**src/rtl/dualbank_read_pkg.sv**
```systemverilog
package dualbank_read_pkg;

  // Bank index for an address against the first address of bank 1.
  function automatic logic bank_of(input logic [31:0] a, input logic [31:0] base);
    return (a >= base);
  endfunction

  // Status pair placed at bits [7:6]: polling bit, toggle bit.
  function automatic logic [1:0] status_pair(input logic prog_bit7, input logic tgl);
    return {~prog_bit7, tgl};
  endfunction

endpackage

```
**src/rtl/rdp_edge_track.sv**
```systemverilog
module rdp_edge_track #(
  parameter int AW = 20
) (
  input  logic          clk,
  input  logic          rst_n,
  input  logic          ce_n,
  input  logic          oe_n,
  input  logic [AW-1:0] addr,
  output logic          rd_act,
  output logic          chg_evt,
  output logic          access_evt
);
  logic          ce_q, oe_q, act_q;
  logic [AW-1:0] addr_q;

  assign rd_act     = !ce_n && !oe_n;
  assign chg_evt    = (ce_n != ce_q) || (oe_n != oe_q) || (addr != addr_q);
  assign access_evt = rd_act && (!act_q || (addr != addr_q));

  always_ff @(posedge clk or negedge rst_n) begin
    if (!rst_n) begin
      ce_q   <= 1'b1;
      oe_q   <= 1'b1;
      act_q  <= 1'b0;
      addr_q <= '0;
    end else begin
      ce_q   <= ce_n;
      oe_q   <= oe_n;
      act_q  <= rd_act;
      addr_q <= addr;
    end
  end
endmodule

```
**src/rtl/rdp_toggle.sv**
```systemverilog
module rdp_toggle (
  input  logic clk,
  input  logic rst_n,
  input  logic access_evt,
  input  logic busy_sel,
  output logic tgl_nxt
);
  logic tgl_q;

  assign tgl_nxt = tgl_q ^ (access_evt && busy_sel);

  always_ff @(posedge clk or negedge rst_n) begin
    if (!rst_n) tgl_q <= 1'b0;
    else        tgl_q <= tgl_nxt;
  end
endmodule

```
**src/rtl/rdp_lp_timer.sv**
```systemverilog
module rdp_lp_timer #(
  parameter int LP_CYCLES = 100
) (
  input  logic clk,
  input  logic rst_n,
  input  logic ce_n,
  input  logic access_evt,
  input  logic chg_evt,
  output logic low_pwr
);
  localparam int CW = $clog2(LP_CYCLES + 1);
  localparam logic [CW-1:0] LAST = CW'(LP_CYCLES - 1);

  logic [CW-1:0] cnt;
  logic          armed;

  always_ff @(posedge clk or negedge rst_n) begin
    if (!rst_n) begin
      cnt     <= '0;
      armed   <= 1'b0;
      low_pwr <= 1'b0;
    end else if (ce_n) begin
      cnt     <= '0;
      armed   <= 1'b0;
      low_pwr <= 1'b0;
    end else if (access_evt) begin
      cnt     <= '0;
      armed   <= 1'b1;
      low_pwr <= 1'b0;
    end else if (chg_evt) begin
      cnt     <= '0;
      low_pwr <= 1'b0;
    end else if (armed && !low_pwr) begin
      if (cnt == LAST) low_pwr <= 1'b1;
      else             cnt <= cnt + 1'b1;
    end
  end
endmodule

```
**src/rtl/dualbank_read_ctrl.sv**
```systemverilog
module dualbank_read_ctrl #(
  parameter int AW         = 20,
  parameter int DW         = 16,
  parameter int BANK1_BASE = 1 << (AW - 1),
  parameter int LP_CYCLES  = 100
) (
  input  logic          clk,
  input  logic          rst_n,
  input  logic          ce_n,
  input  logic          oe_n,
  input  logic [AW-1:0] addr,
  input  logic [1:0]    busy,
  input  logic          prog_dq7,
  input  logic [DW-1:0] bank0_data,
  input  logic [DW-1:0] bank1_data,
  output logic [DW-1:0] dout,
  output logic          dout_en,
  output logic          low_pwr
);
  import dualbank_read_pkg::*;

  logic          rd_act, chg_evt, access_evt;
  logic          bank_sel, busy_sel, tgl_nxt;
  logic [DW-1:0] status_w, rd_word;

  rdp_edge_track #(.AW(AW)) u_track (
    .clk(clk), .rst_n(rst_n), .ce_n(ce_n), .oe_n(oe_n), .addr(addr),
    .rd_act(rd_act), .chg_evt(chg_evt), .access_evt(access_evt)
  );

  assign bank_sel = bank_of(32'(addr), 32'(BANK1_BASE));
  assign busy_sel = busy[bank_sel];

  rdp_toggle u_tgl (
    .clk(clk), .rst_n(rst_n), .access_evt(access_evt),
    .busy_sel(busy_sel), .tgl_nxt(tgl_nxt)
  );

  rdp_lp_timer #(.LP_CYCLES(LP_CYCLES)) u_lp (
    .clk(clk), .rst_n(rst_n), .ce_n(ce_n), .access_evt(access_evt),
    .chg_evt(chg_evt), .low_pwr(low_pwr)
  );

  always_comb begin
    status_w      = '0;
    status_w[7:6] = status_pair(prog_dq7, tgl_nxt);
    if (busy_sel)      rd_word = status_w;
    else if (bank_sel) rd_word = bank1_data;
    else               rd_word = bank0_data;
  end

  always_ff @(posedge clk or negedge rst_n) begin
    if (!rst_n) begin
      dout    <= '0;
      dout_en <= 1'b0;
    end else begin
      dout_en <= rd_act;
      dout    <= rd_act ? rd_word : '0;
    end
  end
endmodule

```
**config.mk**
```make
export PLATFORM = sky130hd
export DESIGN_NAME = dualbank_read_ctrl
export DESIGN_NICKNAME = d
export VERILOG_FILES = /design/src/rtl/dualbank_read_pkg.sv /design/src/rtl/rdp_edge_track.sv /design/src/rtl/rdp_toggle.sv /design/src/rtl/rdp_lp_timer.sv /design/src/rtl/dualbank_read_ctrl.sv
export SDC_FILE = /design/constraint.sdc
export NUM_CORES = 1
export LEC_CHECK = 0
export ABC_AREA = 1
export BUFFER_PORTS_ARGS = -buffer_cell sky130_fd_sc_hd__buf_2
export CAP_MARGIN = 30
export CORE_UTILIZATION = 49
export CTS_CLUSTER_DIAMETER = 150
export DETAILED_ROUTE_END_ITERATION = 7
export GPL_ROUTABILITY_DRIVEN = 0
export PLACE_DENSITY = 0.85
export RECOVER_POWER = 100
export SLEW_MARGIN = 20
export SYNTH_ARGS = -nofsm -noshare
export SYNTH_HDL_FRONTEND = slang
export SYNTH_SLANG_ARGS = --single-unit
```
**constraint.sdc**
```tcl
create_clock -name clk -period 1.7 [get_ports clk]
set_input_delay 0.255 -clock clk [delete_from_list [all_inputs] [get_ports clk]]
set_output_delay 0.255 -clock clk [all_outputs]
set_load 0.01 [all_outputs]
```
==> results.tsv <==
metric	value	unit
wl	4282	um
synth_adder_area_share	0.005821	
drtPass1Iterations	4	
most-common-layout-cells	nand2_1 (75), dfrtp_1 (47), clkbuf_1 (41), nor2_1 (37), buf_2 (36)	
setup.worst_path.start_class	flip-flop	
synth_top_family_by_area	simple AND/OR/NAND/NOR gates	
grt_usage	0.2127	
drtIter0Drc	87	
p_clk_frac	0.354	
synth_seq_cells	49	
p_sw	565.5	uW
avgRoutedWirePerCell	11.15	um
critPathRequiredTime	1.89	ns
grt_max_degree	33	
port_buffers	76	
placementRows	23	
min_period	1.594	ns
drive_above_1_share	0.1737	
clkTransAtPathRegs	0.09	ns
worstSkewPairLatency	0.30	ns
dieHeight	68.24	um
syn2layout_area_growth	24.68	%
antenna_left	0	
post-dp-hpwl	3279	um
finalSetupViolations	0	
vias	1805	
fin_skew	0.008123	ns
grt_pass1_wl	7127	um
p_seq_frac	0.531	
worst_slew_pin_slew	0.9393	ns
diodes	0	
finalMaxSlewViolations	0	
synth.yosys.warnings	0	
powerDensity	870.1	nW/um^2
synth_compound_area_frac	0.05122	
finalCritPeriodShare	0.9375	
vdd_drop_max	0.0006368	V
cp-end-kind	flip-flop	
cts_buffer_depth	2	
synthCells	249	
combPwrFrac	0.114	
cap_violations	0	
final_common_cell	nand2_1	
root_buffer	clkbuf_8	
antenna_found_initial	0	
cts_tree	done	
seq_area	1229	um^2
synthesis.area	2150	um^2
grt_overflow_total	0	
p_int	1766	uW
critPathKind	reg2reg	
ys_types	26	
hold_viol_final	0	
max_freq	627.4	MHz
dpl_cell_area	2613	um^2
initial_core_util	0.5223	
switching_share	0.2425	
multi_input_area	777.0	um^2
pin_count	77	
power.total	2332	uW
synth_seq_area_share	0.5716	
die_x	68.24	um
clkSinkCount	49	
power.leakage	0.001371	uW
remaining_drc_errors	0	
core_area	4115	um^2
via_per_inst	4.701	
finalInstanceArea	2680	um^2
syn_area_per_cell	8.633	um^2
slew_headroom	0.3738	
crit_path_max_fanout	4	
worst_hold_path_type	in2reg	
numCtsBuffers	5	
crit_arrival	1.79	ns
dieArea	4656	um^2
finalNetCount	393	
grt_pass1_vias	1800	
synth_xor_area_frac	0.05297	
status	finished clean	
yosys.area_share.simple	0.2445	
fillers	370	
synth_nets	309	
yosys-mux-area-fraction	0.004657	
htreeDepth	2	
==> path summary, 6_finish.rpt <==
path                       slack (ns)  cells past startpoint                 end        start
setup / recovery                 0.11                     11         u_lp.cnt[5]  u_lp.cnt[0]
hold / removal                   0.08                      1        u_track.oe_q         oe_n
setup reg to reg                 0.11                     11         u_lp.cnt[5]  u_lp.cnt[0]
max in group asynchronous        0.25                      3        u_track.ce_q        rst_n
min in group asynchronous        0.60                      2  u_track.addr_q[15]        rst_n
hold reg to reg                  0.56                      2         u_lp.cnt[6]  u_lp.cnt[6]
==> flip-flops by register name, indices dropped and copies added, names as in the netlist <==
register	cells
u_lp.low_pwr	1
u_track.ce_q	1
u_lp.armed	1
u_lp.cnt	7
u_track.addr_q	20
u_tgl.tgl_q	1
u_track.oe_q	1
dout	16
u_track.act_q	1
==> per-layer routing <==
layer | wire [um] | track usage
met5 | 0 | 0
met4 | 110 | 0.1094
met3 | 371 | 0.09000
met2 | 2048 | 0.3505
met1 | 1751 | 0.2319
==> stage by stage <==
stage	hold WS, ns	utilization	worst slack [ns]	TNS, ns	cells
after detailed placement	0.2126	0.6348	0.09765	0	375
after global placement	0.2133	0.6348	0.1714	0	375
after floorplan	-0.04059	-	0.1626	0	249
after CTS	0.06562	0.6652	0.08137	0	384
final	0.08395	0.6513	0.1062	0	384
after global routing	0.06923	0.6513	-0.005675	-0.005675	384
==> kinds of logic (layout without fill, tap and decap cells) <==
group	Yosys count	in the layout
buffers and inverters	37	122
muxes	1	1
adders and majority gates	1	1
and+or+nand+nor	127	127
DFF	49	49
AOI/OAI and AO/OA	21	21
xor gates and xnor gates	13	13
==> layout make-up <==
cell class,instances,share of cell area
timing repair buffer,81,0.1382
tap,50,0.02334
clock buffer,5,0.02568
multi-input combinational,163,0.2899
inverter,33,0.04715
sequential,49,0.4585
clock inverter,3,0.01727
==> power groups by stage <==
stage | clock, uW | combinational (uW) | sequential [uW]
finish | 827 | 267 | 1240
global placement | 0 | 272 | 1260
global route | 902 | 310 | 1250
detailed placement | 0 | 282 | 1260
floorplan | 0 | 125 | 1270
CTS | 857 | 286 | 1240
==> synth_stat cells (all sizes together) <==
cell type | count | area [um^2]
dfstp | 2 | 52.55
mux2i | 1 | 10.01
nor2 | 39 | 151.4
inv | 33 | 126.4
nand3 | 5 | 37.54
clkbuf | 3 | 11.26
xor2 | 8 | 70.07
o22ai | 1 | 6.260
nor3 | 1 | 5.000
xnor2 | 5 | 43.79
and2 | 1 | 6.260
nor4 | 1 | 6.260
a21oi | 16 | 80.08
and3 | 1 | 6.260
buf | 1 | 11.26
nand4 | 2 | 18.77
o21ai | 3 | 15.01
ha | 1 | 12.51
o2111ai | 1 | 8.760
dfrtp | 47 | 1176
nand2 | 77 | 294.0
==> critical path, cell delays in order (launching register included) <==
cell,delay (ns)
dfrtp_1,0.41
ha_1,0.20
inv_1,0.10
nor2_1,0.05
nand4_1,0.10
nand3_2,0.11
inv_2,0.09
nand2_1,0.08
nor2_1,0.09
nand2_1,0.07
xor2_1,0.13
nor2_1,0.05
==> timing repair <==
| action | 4_1_cts | 5_1_grt |
|---|---|---|
| setup buffers | 0 | 0 |
| gates resized for setup | 0 | 2 |
| hold buffers | 1 | 0 |
| setup endpoints to repair | 0 | 1 |
| hold endpoints to repair | 17 | 0 |
(Power assumes the default switching activity.)
